**config.mk**
```make
export PLATFORM = sky130hd
export DESIGN_NAME = cfg_hdr_top
export DESIGN_NICKNAME = d
export VERILOG_FILES = /design/src/rtl/cfg_hdr_pkg.sv /design/src/rtl/cfg_hdr_ctrl.sv /design/src/rtl/cfg_hdr_dpath.sv /design/src/rtl/cfg_hdr_top.sv
export SDC_FILE = /design/constraint.sdc
export NUM_CORES = 1
export LEC_CHECK = 0
export ABC_AREA = 1
export BUFFER_PORTS_ARGS = -buffer_cell sky130_fd_sc_hd__buf_2
export CELL_PAD_IN_SITES_DETAIL_PLACEMENT = 0
export CELL_PAD_IN_SITES_GLOBAL_PLACEMENT = 1
export CORE_AREA = 2 2 174 261
export CTS_CLUSTER_SIZE = 24
export DETAILED_ROUTE_END_ITERATION = 10
export DIE_AREA = 0 0 176 263
export MAX_ROUTING_LAYER = met4
export PLACE_DENSITY_LB_ADDON = 0.1
export SETUP_SLACK_MARGIN = 0.1
export SLEW_MARGIN = 30
export SYNTH_ARGS = -nofsm -noshare
export SYNTH_HDL_FRONTEND = slang
export SYNTH_HIERARCHICAL = 1
export SYNTH_SLANG_ARGS = --single-unit
export TNS_END_PERCENT = 1
```
**constraint.sdc**
```tcl
create_clock -name clk -period 3.95 [get_ports clk]
set_input_delay 0.79 -clock clk [delete_from_list [all_inputs] [get_ports clk]]
set_output_delay 0.79 -clock clk [all_outputs]
set_load 0.005 [all_outputs]
```
**src/rtl/cfg_hdr_pkg.sv**
```systemverilog
package cfg_hdr_pkg;

  typedef enum logic [1:0] {
    SZ_BYTE = 2'd0,
    SZ_HALF = 2'd1,
    SZ_WORD = 2'd2,
    SZ_BAD  = 2'd3
  } accSize_e;

  // Header layout is fixed by the bus standard: six base registers.
  localparam int NUM_BARS = 6;
  localparam int HDR_BYTES = 64;
  localparam int OFF_W = $clog2(HDR_BYTES);

  localparam logic [OFF_W-1:0] OFF_COMMAND   = 6'h04;
  localparam logic [OFF_W-1:0] OFF_STATUS    = 6'h06;
  localparam logic [OFF_W-1:0] OFF_CACHELINE = 6'h0C;
  localparam logic [OFF_W-1:0] OFF_LATENCY   = 6'h0D;
  localparam logic [OFF_W-1:0] OFF_BAR_BASE  = 6'h10;
  localparam logic [OFF_W-1:0] OFF_ROM       = 6'h30;
  localparam logic [OFF_W-1:0] OFF_INTLINE   = 6'h3C;

  localparam logic [31:0] BAR_SIZING_KEY = 32'hFFFF_FFFF;
  localparam logic [31:0] ROM_SIZING_KEY = 32'hFFFF_FFFE;
  localparam logic [31:0] IO_RO_MASK     = 32'h0000_0003;
  localparam logic [31:0] MEM_RO_MASK    = 32'h0000_000F;

  // Strobes from the decode control to the register datapath.
  typedef struct packed {
    logic                 wrIntLine;
    logic                 wrCacheLine;
    logic                 wrLatency;
    logic                 wrCommand;
    logic                 wrStatus;
    logic                 wrRom;
    logic [NUM_BARS-1:0]  wrBar;
    logic                 rdFire;
    logic                 rdOk;
    logic [1:0]           rdSize;
    logic [OFF_W-1:0]     rdOff;
  } hdrStrobe_t;

endpackage

```
**src/rtl/cfg_hdr_ctrl.sv**
```systemverilog
module cfg_hdr_ctrl
  import cfg_hdr_pkg::*;
#(
  parameter int ADDR_W = 8
) (
  input  logic [ADDR_W-1:0] cfgAddr,
  input  logic [1:0]        cfgSize,
  input  logic              cfgWrEn,
  input  logic              cfgRdEn,
  output hdrStrobe_t        strobe
);

  localparam int HI_W = ADDR_W - OFF_W;

  logic [OFF_W-1:0] off;
  logic             inHdr;
  logic             aligned;
  logic             accOk;
  logic             wrByte;
  logic             wrHalf;
  logic             wrWord;

  assign off   = cfgAddr[OFF_W-1:0];
  assign inHdr = (cfgAddr[ADDR_W-1:OFF_W] == {HI_W{1'b0}});

  always_comb begin
    case (accSize_e'(cfgSize))
      SZ_BYTE: aligned = 1'b1;
      SZ_HALF: aligned = ~off[0];
      SZ_WORD: aligned = (off[1:0] == 2'b00);
      default: aligned = 1'b0;
    endcase
  end

  assign accOk  = inHdr & aligned;
  assign wrByte = cfgWrEn & accOk & (cfgSize == SZ_BYTE);
  assign wrHalf = cfgWrEn & accOk & (cfgSize == SZ_HALF);
  assign wrWord = cfgWrEn & accOk & (cfgSize == SZ_WORD);

  always_comb begin
    strobe.wrIntLine   = wrByte & (off == OFF_INTLINE);
    strobe.wrLatency   = wrByte & (off == OFF_LATENCY);
    strobe.wrCacheLine = (wrByte | wrHalf) & (off == OFF_CACHELINE);
    strobe.wrStatus    = wrHalf & (off == OFF_STATUS);
    strobe.wrCommand   = (wrHalf | wrWord) & (off == OFF_COMMAND);
    strobe.wrRom       = wrWord & (off == OFF_ROM);
    strobe.rdFire      = cfgRdEn;
    strobe.rdOk        = cfgRdEn & accOk;
    strobe.rdSize      = cfgSize;
    strobe.rdOff       = off;
  end

  for (genvar i = 0; i < NUM_BARS; i++) begin : gBarDec
    localparam logic [OFF_W-1:0] BAR_OFF = OFF_BAR_BASE + OFF_W'(4 * i);
    assign strobe.wrBar[i] = wrWord & (off == BAR_OFF);
  end

endmodule

```
**src/rtl/cfg_hdr_dpath.sv**
```systemverilog
module cfg_hdr_dpath
  import cfg_hdr_pkg::*;
#(
  parameter logic [15:0] VENDOR_ID     = 16'h1D0F,
  parameter logic [15:0] DEVICE_ID     = 16'h0001,
  parameter logic [7:0]  REVISION      = 8'h00,
  parameter logic [7:0]  PROG_IF       = 8'h00,
  parameter logic [7:0]  SUBCLASS      = 8'h00,
  parameter logic [7:0]  CLASS_CODE    = 8'h00,
  parameter logic [7:0]  HEADER_TYPE   = 8'h00,
  parameter logic [7:0]  SELF_TEST     = 8'h00,
  parameter logic [31:0] CARDBUS_PTR   = 32'h0,
  parameter logic [15:0] SUBSYS_VENDOR = 16'h0,
  parameter logic [15:0] SUBSYS_ID     = 16'h0,
  parameter logic [7:0]  INT_PIN       = 8'h01,
  parameter logic [7:0]  MIN_GRANT     = 8'h00,
  parameter logic [7:0]  MAX_LATENCY   = 8'h00,
  parameter logic [15:0] COMMAND_INIT  = 16'h0,
  parameter logic [15:0] STATUS_INIT   = 16'h0,
  parameter logic [7:0]  CACHE_INIT    = 8'h00,
  parameter logic [7:0]  LATENCY_INIT  = 8'h00,
  parameter logic [7:0]  INTLINE_INIT  = 8'h00,
  parameter logic [31:0] ROM_INIT      = 32'h0,
  parameter logic [NUM_BARS-1:0][31:0] BAR_INIT = '0,
  parameter logic [NUM_BARS-1:0][31:0] BAR_SIZE = '0
) (
  input  logic        clk,
  input  logic        rstN,
  input  hdrStrobe_t  strobe,
  input  logic [31:0] cfgWdata,
  output logic [31:0] cfgRdata,
  output logic        cfgRdValid,
  output logic        rangeChg
);

  logic [15:0] commandQ;
  logic [15:0] statusQ;
  logic [7:0]  cacheQ;
  logic [7:0]  latencyQ;
  logic [7:0]  intLineQ;
  logic [31:0] romQ;

  logic                          barSizing;
  logic [NUM_BARS-1:0]           barChg;
  logic [NUM_BARS-1:0][31:0]     barImg;

  assign barSizing = (cfgWdata == BAR_SIZING_KEY);

  always_ff @(posedge clk) begin
    if (!rstN) begin
      commandQ <= COMMAND_INIT;
      statusQ  <= STATUS_INIT;
      cacheQ   <= CACHE_INIT;
      latencyQ <= LATENCY_INIT;
      intLineQ <= INTLINE_INIT;
      romQ     <= ROM_INIT;
    end else begin
      if (strobe.wrCommand)   commandQ <= cfgWdata[15:0];
      if (strobe.wrStatus)    statusQ  <= cfgWdata[15:0];
      if (strobe.wrCacheLine) cacheQ   <= cfgWdata[7:0];
      if (strobe.wrLatency)   latencyQ <= cfgWdata[7:0];
      if (strobe.wrIntLine)   intLineQ <= cfgWdata[7:0];
      if (strobe.wrRom)       romQ     <= (cfgWdata == ROM_SIZING_KEY) ? 32'hFFFF_FFFF : cfgWdata;
    end
  end

  for (genvar i = 0; i < NUM_BARS; i++) begin : gBar
    localparam logic [31:0] SIZE_MASK = ~(BAR_SIZE[i] - 32'd1);
    logic [31:0] barQ;
    logic [31:0] roMask;
    logic [31:0] nextVal;

    assign roMask = barQ[0] ? IO_RO_MASK : MEM_RO_MASK;

    always_comb begin
      if (barSizing) nextVal = (SIZE_MASK & ~roMask) | (barQ & roMask);
      else           nextVal = (cfgWdata & ~roMask) | (barQ & roMask);
    end

    always_ff @(posedge clk) begin
      if (!rstN)                barQ <= BAR_INIT[i];
      else if (strobe.wrBar[i]) barQ <= nextVal;
    end

    assign barChg[i] = strobe.wrBar[i] & ~barSizing & ((nextVal & ~roMask) != 32'd0);
    assign barImg[i] = barQ;
  end

  always_ff @(posedge clk) begin
    if (!rstN) rangeChg <= 1'b0;
    else       rangeChg <= |barChg;
  end

  // Little-endian byte image of the header.
  logic [HDR_BYTES-1:0][7:0] img;

  always_comb begin
    img        = '0;
    img[1:0]   = VENDOR_ID;
    img[3:2]   = DEVICE_ID;
    img[5:4]   = commandQ;
    img[7:6]   = statusQ;
    img[8]     = REVISION;
    img[9]     = PROG_IF;
    img[10]    = SUBCLASS;
    img[11]    = CLASS_CODE;
    img[12]    = cacheQ;
    img[13]    = latencyQ;
    img[14]    = HEADER_TYPE;
    img[15]    = SELF_TEST;
    for (int i = 0; i < NUM_BARS; i++) begin
      img[16 + 4*i +: 4] = barImg[i];
    end
    img[43:40] = CARDBUS_PTR;
    img[45:44] = SUBSYS_VENDOR;
    img[47:46] = SUBSYS_ID;
    img[51:48] = romQ;
    img[60]    = intLineQ;
    img[61]    = INT_PIN;
    img[62]    = MIN_GRANT;
    img[63]    = MAX_LATENCY;
  end

  logic [OFF_W-1:0] off1, off2, off3;
  logic [31:0]      rawWord;
  logic [31:0]      laneMask;

  assign off1 = strobe.rdOff + OFF_W'(1);
  assign off2 = strobe.rdOff + OFF_W'(2);
  assign off3 = strobe.rdOff + OFF_W'(3);
  assign rawWord = {img[off3], img[off2], img[off1], img[strobe.rdOff]};

  always_comb begin
    case (accSize_e'(strobe.rdSize))
      SZ_BYTE: laneMask = 32'h0000_00FF;
      SZ_HALF: laneMask = 32'h0000_FFFF;
      default: laneMask = 32'hFFFF_FFFF;
    endcase
  end

  always_ff @(posedge clk) begin
    if (!rstN) begin
      cfgRdata   <= 32'd0;
      cfgRdValid <= 1'b0;
    end else begin
      cfgRdValid <= strobe.rdFire;
      if (strobe.rdFire) cfgRdata <= strobe.rdOk ? (rawWord & laneMask) : 32'd0;
    end
  end

endmodule

```
**src/rtl/cfg_hdr_top.sv**
```systemverilog
module cfg_hdr_top
  import cfg_hdr_pkg::*;
#(
  parameter int          ADDR_W        = 8,
  parameter logic [15:0] VENDOR_ID     = 16'h1D0F,
  parameter logic [15:0] DEVICE_ID     = 16'h0001,
  parameter logic [7:0]  REVISION      = 8'h00,
  parameter logic [7:0]  PROG_IF       = 8'h00,
  parameter logic [7:0]  SUBCLASS      = 8'h00,
  parameter logic [7:0]  CLASS_CODE    = 8'h00,
  parameter logic [7:0]  HEADER_TYPE   = 8'h00,
  parameter logic [7:0]  SELF_TEST     = 8'h00,
  parameter logic [31:0] CARDBUS_PTR   = 32'h0,
  parameter logic [15:0] SUBSYS_VENDOR = 16'h0,
  parameter logic [15:0] SUBSYS_ID     = 16'h0,
  parameter logic [7:0]  INT_PIN       = 8'h01,
  parameter logic [7:0]  MIN_GRANT     = 8'h00,
  parameter logic [7:0]  MAX_LATENCY   = 8'h00,
  parameter logic [15:0] COMMAND_INIT  = 16'h0,
  parameter logic [15:0] STATUS_INIT   = 16'h0,
  parameter logic [7:0]  CACHE_INIT    = 8'h00,
  parameter logic [7:0]  LATENCY_INIT  = 8'h00,
  parameter logic [7:0]  INTLINE_INIT  = 8'h00,
  parameter logic [31:0] ROM_INIT      = 32'h0,
  parameter logic [NUM_BARS-1:0][31:0] BAR_INIT = '0,
  parameter logic [NUM_BARS-1:0][31:0] BAR_SIZE = '0
) (
  input  logic              clk,
  input  logic              rstN,
  input  logic [ADDR_W-1:0] cfgAddr,
  input  logic [1:0]        cfgSize,
  input  logic [31:0]       cfgWdata,
  input  logic              cfgWrEn,
  input  logic              cfgRdEn,
  output logic [31:0]       cfgRdata,
  output logic              cfgRdValid,
  output logic              rangeChg
);

  hdrStrobe_t strobe;

  cfg_hdr_ctrl #(.ADDR_W(ADDR_W)) uCtrl (
    .cfgAddr (cfgAddr),
    .cfgSize (cfgSize),
    .cfgWrEn (cfgWrEn),
    .cfgRdEn (cfgRdEn),
    .strobe  (strobe)
  );

  cfg_hdr_dpath #(
    .VENDOR_ID(VENDOR_ID), .DEVICE_ID(DEVICE_ID), .REVISION(REVISION),
    .PROG_IF(PROG_IF), .SUBCLASS(SUBCLASS), .CLASS_CODE(CLASS_CODE),
    .HEADER_TYPE(HEADER_TYPE), .SELF_TEST(SELF_TEST), .CARDBUS_PTR(CARDBUS_PTR),
    .SUBSYS_VENDOR(SUBSYS_VENDOR), .SUBSYS_ID(SUBSYS_ID), .INT_PIN(INT_PIN),
    .MIN_GRANT(MIN_GRANT), .MAX_LATENCY(MAX_LATENCY), .COMMAND_INIT(COMMAND_INIT),
    .STATUS_INIT(STATUS_INIT), .CACHE_INIT(CACHE_INIT), .LATENCY_INIT(LATENCY_INIT),
    .INTLINE_INIT(INTLINE_INIT), .ROM_INIT(ROM_INIT), .BAR_INIT(BAR_INIT),
    .BAR_SIZE(BAR_SIZE)
  ) uDpath (
    .clk        (clk),
    .rstN       (rstN),
    .strobe     (strobe),
    .cfgWdata   (cfgWdata),
    .cfgRdata   (cfgRdata),
    .cfgRdValid (cfgRdValid),
    .rangeChg   (rangeChg)
  );

endmodule

```
# == Yosys cells after proc, flatten, opt, wreduce, memory -nomap -nowiden ==
# Cells that the tools add are included.
# classes
mux,24
magnitude_cmp,4
reduce_logical,10
n_bitwise,65
n_addsub,3
eq_ne,16
# op_table
op,count
32-bit AND,19
32-bit 2-to-1 mux,8
8-bit binary-select mux with 6-bit select,4
32-bit NOT,6
32-bit bitwise OR,6
32-bit nonzero test,6
"32-bit equality test, second input constant",2
32-bit case mux with 2 select lines,1
8-bit 2-to-1 mux,4
1-bit AND,30
"6-bit by 7-bit < comparator with 1-bit output, second input constant",4
"6-bit by 5-bit equality test with 1-bit output, second input constant",4
"6-bit equality test, second input constant",4
4-bit 2-to-1 mux,6
"6-bit by 2-bit adder with 6-bit output, second input constant",2
"6-bit by 3-bit equality test with 1-bit output, second input constant",2
"6-bit by 4-bit equality test with 1-bit output, second input constant",2
"6-bit by 1-bit adder with 6-bit output, second input constant",1
2-bit zero test,3
6-bit OR reduction,1
1-bit case mux with 3 select lines,1
"2-bit by 1-bit equality test with 1-bit output, second input constant",1
"2-bit equality test, second input constant",1
1-bit NOT,2
1-bit bitwise OR,2
# word_totals
wordCells,137
ff_bits,314
out_inout_bits,34
in_bits,46

# == Depth between registers and ports, before layout ==
# depth
depth_word,9
mapped_depth,20
depth_no_buf,14

# == Cells and area by module ==
# The synthesis kept the hierarchy.
# modules_own_cells
mod,n_inst,area_each_um2,cells_each,seq_area_each_um2
cfg_hdr_dpath,1,18785.5,3158,5805.6
cfg_hdr_ctrl,1,341.6,60,0.0

# == Least setup slack after synthesis ==
# No wires, ideal clock.
# synth_path
path_type,input-to-reg
start,input port cfgAddr[1]
end,register uDpath.cfgRdata[10]
setup_slack_ns,0.849
setup_ns,0.132
path_stages,16
arrival_time_ns,2.969
n_path_buf,6
required_ns,3.818
path_cell_list,buf_4 buf_2 inv_2 buf_2 buf_2 ha_1 inv_2 buf_2 clkbuf_1 o21ai_0 nand3_1 nand2_1 a21oi_1 nand2_1 nand3_1 a21oi_1
# synth_via
elab_chain_len,5
elab_cells_between_ends,9
classes_between,add/sub: 1; mux: 4; bitwise: 3; reduce/logical: 1
# synth_lines
element,line,text
"start, declared",cfg_hdr_top.sv:30,"input logic [ADDR_W-1:0] cfgAddr,"
6-bit by 1-bit adder with 6-bit output / 2-bit zero test (equally long branches),"cfg_hdr_dpath.sv:128, cfg_hdr_ctrl.sv:30",
8-bit binary-select mux with 6-bit select / 1-bit case mux with 3 select lines (equally long branches),"cfg_hdr_dpath.sv:131, cfg_hdr_ctrl.sv:27",
8-bit 2-to-1 mux (implied by the code) / 1-bit AND (equally long branches),"cfg_hdr_dpath.sv:131, cfg_hdr_ctrl.sv:35",
32-bit AND / 1-bit AND (equally long branches),"cfg_hdr_dpath.sv:147, cfg_hdr_ctrl.sv:48",
32-bit 2-to-1 mux (*),cfg_hdr_dpath.sv:147,if (strobe.rdFire) cfgRdata <= strobe.rdOk ? (rawWord & laneMask) : 32'd0;
"end signal, assigned",cfg_hdr_dpath.sv:147,
"end, declared",cfg_hdr_dpath.sv:31,"output logic [31:0] cfgRdata,"
# Mark *: on every way between the ends. The rest lies on a longest branch, timed or not. The select of a mux whose other input is x is not followed.
# A chain may end at the register's enable or synchronous reset.

# == Final worst setup path ==
# layout_path
start,input port cfgAddr[2]
end,register uDpath.cfgRdata[14]
# layout_via
elab_chain_len,5
# layout_lines
element,line,text
6-bit by 1-bit adder with 6-bit output,cfg_hdr_dpath.sv:128,assign off1 = strobe.rdOff + OFF_W'(1);
8-bit binary-select mux with 6-bit select,cfg_hdr_dpath.sv:131,"assign rawWord = {img[off3], img[off2], img[off1], img[strobe.rdOff]};"
8-bit 2-to-1 mux (implied by the code),cfg_hdr_dpath.sv:131,
32-bit AND,cfg_hdr_dpath.sv:147,
32-bit 2-to-1 mux,cfg_hdr_dpath.sv:147,
# Every way passes these cells. The select of a mux whose other input is x is not followed.

==> summary.md <==
| Metric | Value |
|---|---|
| Worst Path Buf+Inv | `3` |
| Die Ht | `around 260 µm` |
| Layout area overhead | `10.2%` |
| Largest net degree at the start of global routing | `between 150 and 200` |
| Synthesis-stage register bit count | `between 200 and 300` |
| Die X | `approximately 180 µm` |
| Vias | `between 20000 and 25000` |
| Vias in the first global route | `20600` |
| Num CTS Buffers | `31` |
| Core outline area | `43900 µm²` |
| CP top delay family | `buffers and inverters` |
| Tcrit/Tclk final | `between 70% and 80%` |
| CTS root buf | `clkbuf_16` |
| Worst Path Arrival | `roughly 3500 ps` |
| CP Max Fanout | `17` |
| Final Routed Wirelength | `~100000 µm` |
| Clock skew | `between 10 and 15 ps` |
| Slew at the pin closest to its max-slew limit | `around 1100 ps` |
| TritonRoute pass-1 iters | `9` |
| Final antenna-violating net count | `0` |
| Cells after synthesis | `3218` |
| Req. time, crit path | `between 4000 and 5000 ps` |
| Overflow after GRT | `0` |
| Post_cts resized | `0` |
| 1st-iter DRT viols | `between 2000 and 3000` |
| CP Capture Type | `flop` |
| Largest stage delay, worst path | `between 500 and 600 ps` |
| Clock slew at reported path FFs | `around 70 ps` |
| Top_reg_cell synth | `dfxtp_1` |
| Final Max Tran Viols | `0` |
| Slowest cell on crit path | `xor2_1` |
| Post-Syn Area | `~19000 µm²` |
| DR vias/cell | `between 6 and 7` |
| Placed cell areas | `19900 µm²` |
| Longest Clk Path Bufs | `3` |
| Port bufs | `79` |
| Endpoints failing hold | `0` |
| Layout Nets | `3227` |
| Clock sink total | `290` |
| CTS tree | `yes` |
| # H-tree levels | `1` |
| Pwr/cell area | `between 300 and 400 nW/µm²` |
| Drt drc | `0` |
| Max Cap Violations | `0` |
| Rel. slew slack | `about 29%` |
| WS Path Type | `in -> reg` |
| GP Congestion | `around 1.1` |
| TNS Setup | `0 ps` |
| Die area | `around 46000 µm²` |
| Cells along the critical path | `buf_2 -> ha_1 -> inv_1 -> nor2_2 -> nand2_1 -> xor2_1 -> inv_1 -> a21oi_1 -> nand2_1 -> nand3_1 -> a21oi_1` |
| Postcts setup bufs | `0` |
| Post-synthesis average cell area | `5.94 µm²` |
| Ys Warns | `6` |
| Sequential share of the synthesized area | `between 30% and 40%` |
| Post-layout instance area | `21100 µm²` |
| Worst-skew pair later-pin latency | `~610 ps` |
| Routed length per instance | `roughly 26 µm` |
| # setup viols final | `0` |
| Number of synthesized flops with an enable pin | `0` |
| Setup slack, reg-to-reg | `between 1500 and 2000 ps` |
| Hold Crit Class | `in -> reg` |
| Lkg Pwr | `between 0.009 and 0.01 µW` |
| I/O pins | `80` |
| Fmax achieved | `328 MHz` |
| Peak VDD IR | `roughly 0.00033 V` |
| Synth cell types | `between 40 and 50` |
| Startpoint types | `primary input` |
| Share of cells above drive strength 1 | `9.20%` |
| Period minus WS final | `a little over 3000 ps` |
| HPWL Detailed | `approximately 73000 µm` |
| Post-Synthesis Net Count | `roughly 3300` |
| Status | `complete, no violations` |
| Hold buffer count at cts | `0` |
| Util after Layout | `approximately half` |
| RSZ-0062 raised after global routing | `false` |
| Async SR Flop Fraction | `0%` |
| Initial antenna violation count | `5` |
| Initial core utilization | `about 44%` |
| First-pass GRT wire length | `~140000 µm` |
| Rows | `between 90 and 100` |
| Total Routing Usage GR | `between 40% and 50%` |
==> stage by stage <==
| step | power [µW] | setup WS [ps] | hold WS, ps | std cells |
|---|---|---|---|---|
| global placement | 4360 | 415 | 452 | 3715 |
| detailed placement | 4350 | 446 | 460 | 3715 |
| global route | 7810 | 906 | 482 | 3777 |
| floorplan | 3780 | 849 | 448 | 3218 |
| CTS | 7580 | 1060 | 455 | 3773 |
| finish | 7630 | 903 | 474 | 3779 |
==> layer usage <==
layer  vias to the layer above  track usage, %  routed length [µm]
li1                      10600               -                   -
met1                     10800            50.1               36900
met2                      1369            67.3               45900
met3                       356            7.09                8650
met4                         0            29.9                8450
met5                         -               -                   0
==> logic make-up (layout without fill, tap and decap cells) <==
group	count (synthesis)	in the layout	synth area share [%]
AOI/OAI and AO/OA	839	839	22.8
xor gates and xnor gates	3	3	0.177
adders and majority gates	9	9	0.589
buffers and inverters	417	396	9.45
DFF	290	290	30.4
other	0	6	0
and+or+nand+nor	1660	1660	36.6
==> cells in the final DEF, fill, tap and decap left out, types with 4 or more instances in the layout <==
master and n:
nand2_1 1033, o21ai_0 411, nand3_1 372, a21oi_1 361
dfxtp_1 290, inv_1 155, nor2_1 139, buf_4 81
buf_2 77, nand4_1 36, clkbuf_16 31, o211ai_1 30
or2_2 18, nor3_1 12, nor2_2 12, o21ai_1 11
clkbuf_8 9, nand2_2 9, buf_12 9, inv_2 8
and2_1 8, ha_1 8, nor3_2 7, a22oi_1 7
diode_2 6, o2111ai_1 6, o41ai_1 6, clkinvlp_4 5
bufinv_16 5, clkinv_2 5, nor2_4 4, a31oi_1 4
clkinv_1 4
==> registers in the layout (all words and copies together) (netlist names) <==
register and count:
uDpath/gBar.barQ 168, uDpath/cfgRdata 32, uDpath/romQ 32, uDpath/commandQ 16
uDpath/statusQ 16, uDpath/cacheQ 8, uDpath/intLineQ 8, uDpath/latencyQ 8
uDpath/cfgRdValid 1, uDpath/rangeChg 1
==> layout make-up <==
cell class                 instances  area [µm²]
timing repair buffer             169        1200
inverter                         169         642
clock buffer                      40         890
tap                              576         721
multi-input combinational       2511       11600
antenna                            6        15.0
sequential                       290        5810
clock inverter                    18         239
fill                            4647       22800
==> tightest hold or removal path, delay by kind of cell <==
kind	cells	cell delay, ps
compound gates	1	50
buf+inv	2	180
==> final timing paths <==
kind / start / end / cells after the start
worst max register to register: uDpath/gBar[3].barQ[12] / uDpath/cfgRdata[20] / 8
worst min-delay path: cfgWdata[18] / uDpath/romQ[18] / 3
worst max-delay path: cfgAddr[2] / uDpath/cfgRdata[14] / 11
worst min register to register: uDpath/cfgRdata[20] / uDpath/cfgRdata[20] / 2
==> cell usage after synthesis (2+ instances only) <==
cell type     n  area (µm²)
a21oi_1     361        1810
a22oi_1       7        52.6
a31oi_1       4        25.0
and2_1        8        50.1
buf_1        12        45.0
buf_2        96         480
buf_4        26         195
buf_6         3        33.8
clkbuf_1    111         417
clkinv_1      3        11.3
dfxtp_1     290        5810
ha_1          9         113
inv_1       157         589
inv_2         8        30.0
nand2_1    1033        3880
nand2_2       9        56.3
nand2_4       2        22.5
nand3_1     372        1860
nand3b_1      2        15.0
nand4_1      36         225
nor2_1      143         537
nor2_2        8        50.1
nor2_4        4        45.0
nor3_1       19        95.1
o2111ai_1     6        52.6
o211ai_1     30         225
o21ai_0     411        2060
o21ai_1      11        55.1
o41ai_1       6        52.6
or2_2        18         113
xor2_1        2        17.5
==> power by group <==
part | total, µW | switching, µW | internal, µW | leakage, µW
Sequential | 2930 | 3.12 | 2930 | 0.00233
Clock | 3290 | 1370 | 1910 | 0.000544
Combinational | 1410 | 1080 | 338 | 0.00613
(Power assumes the default switching activity.)
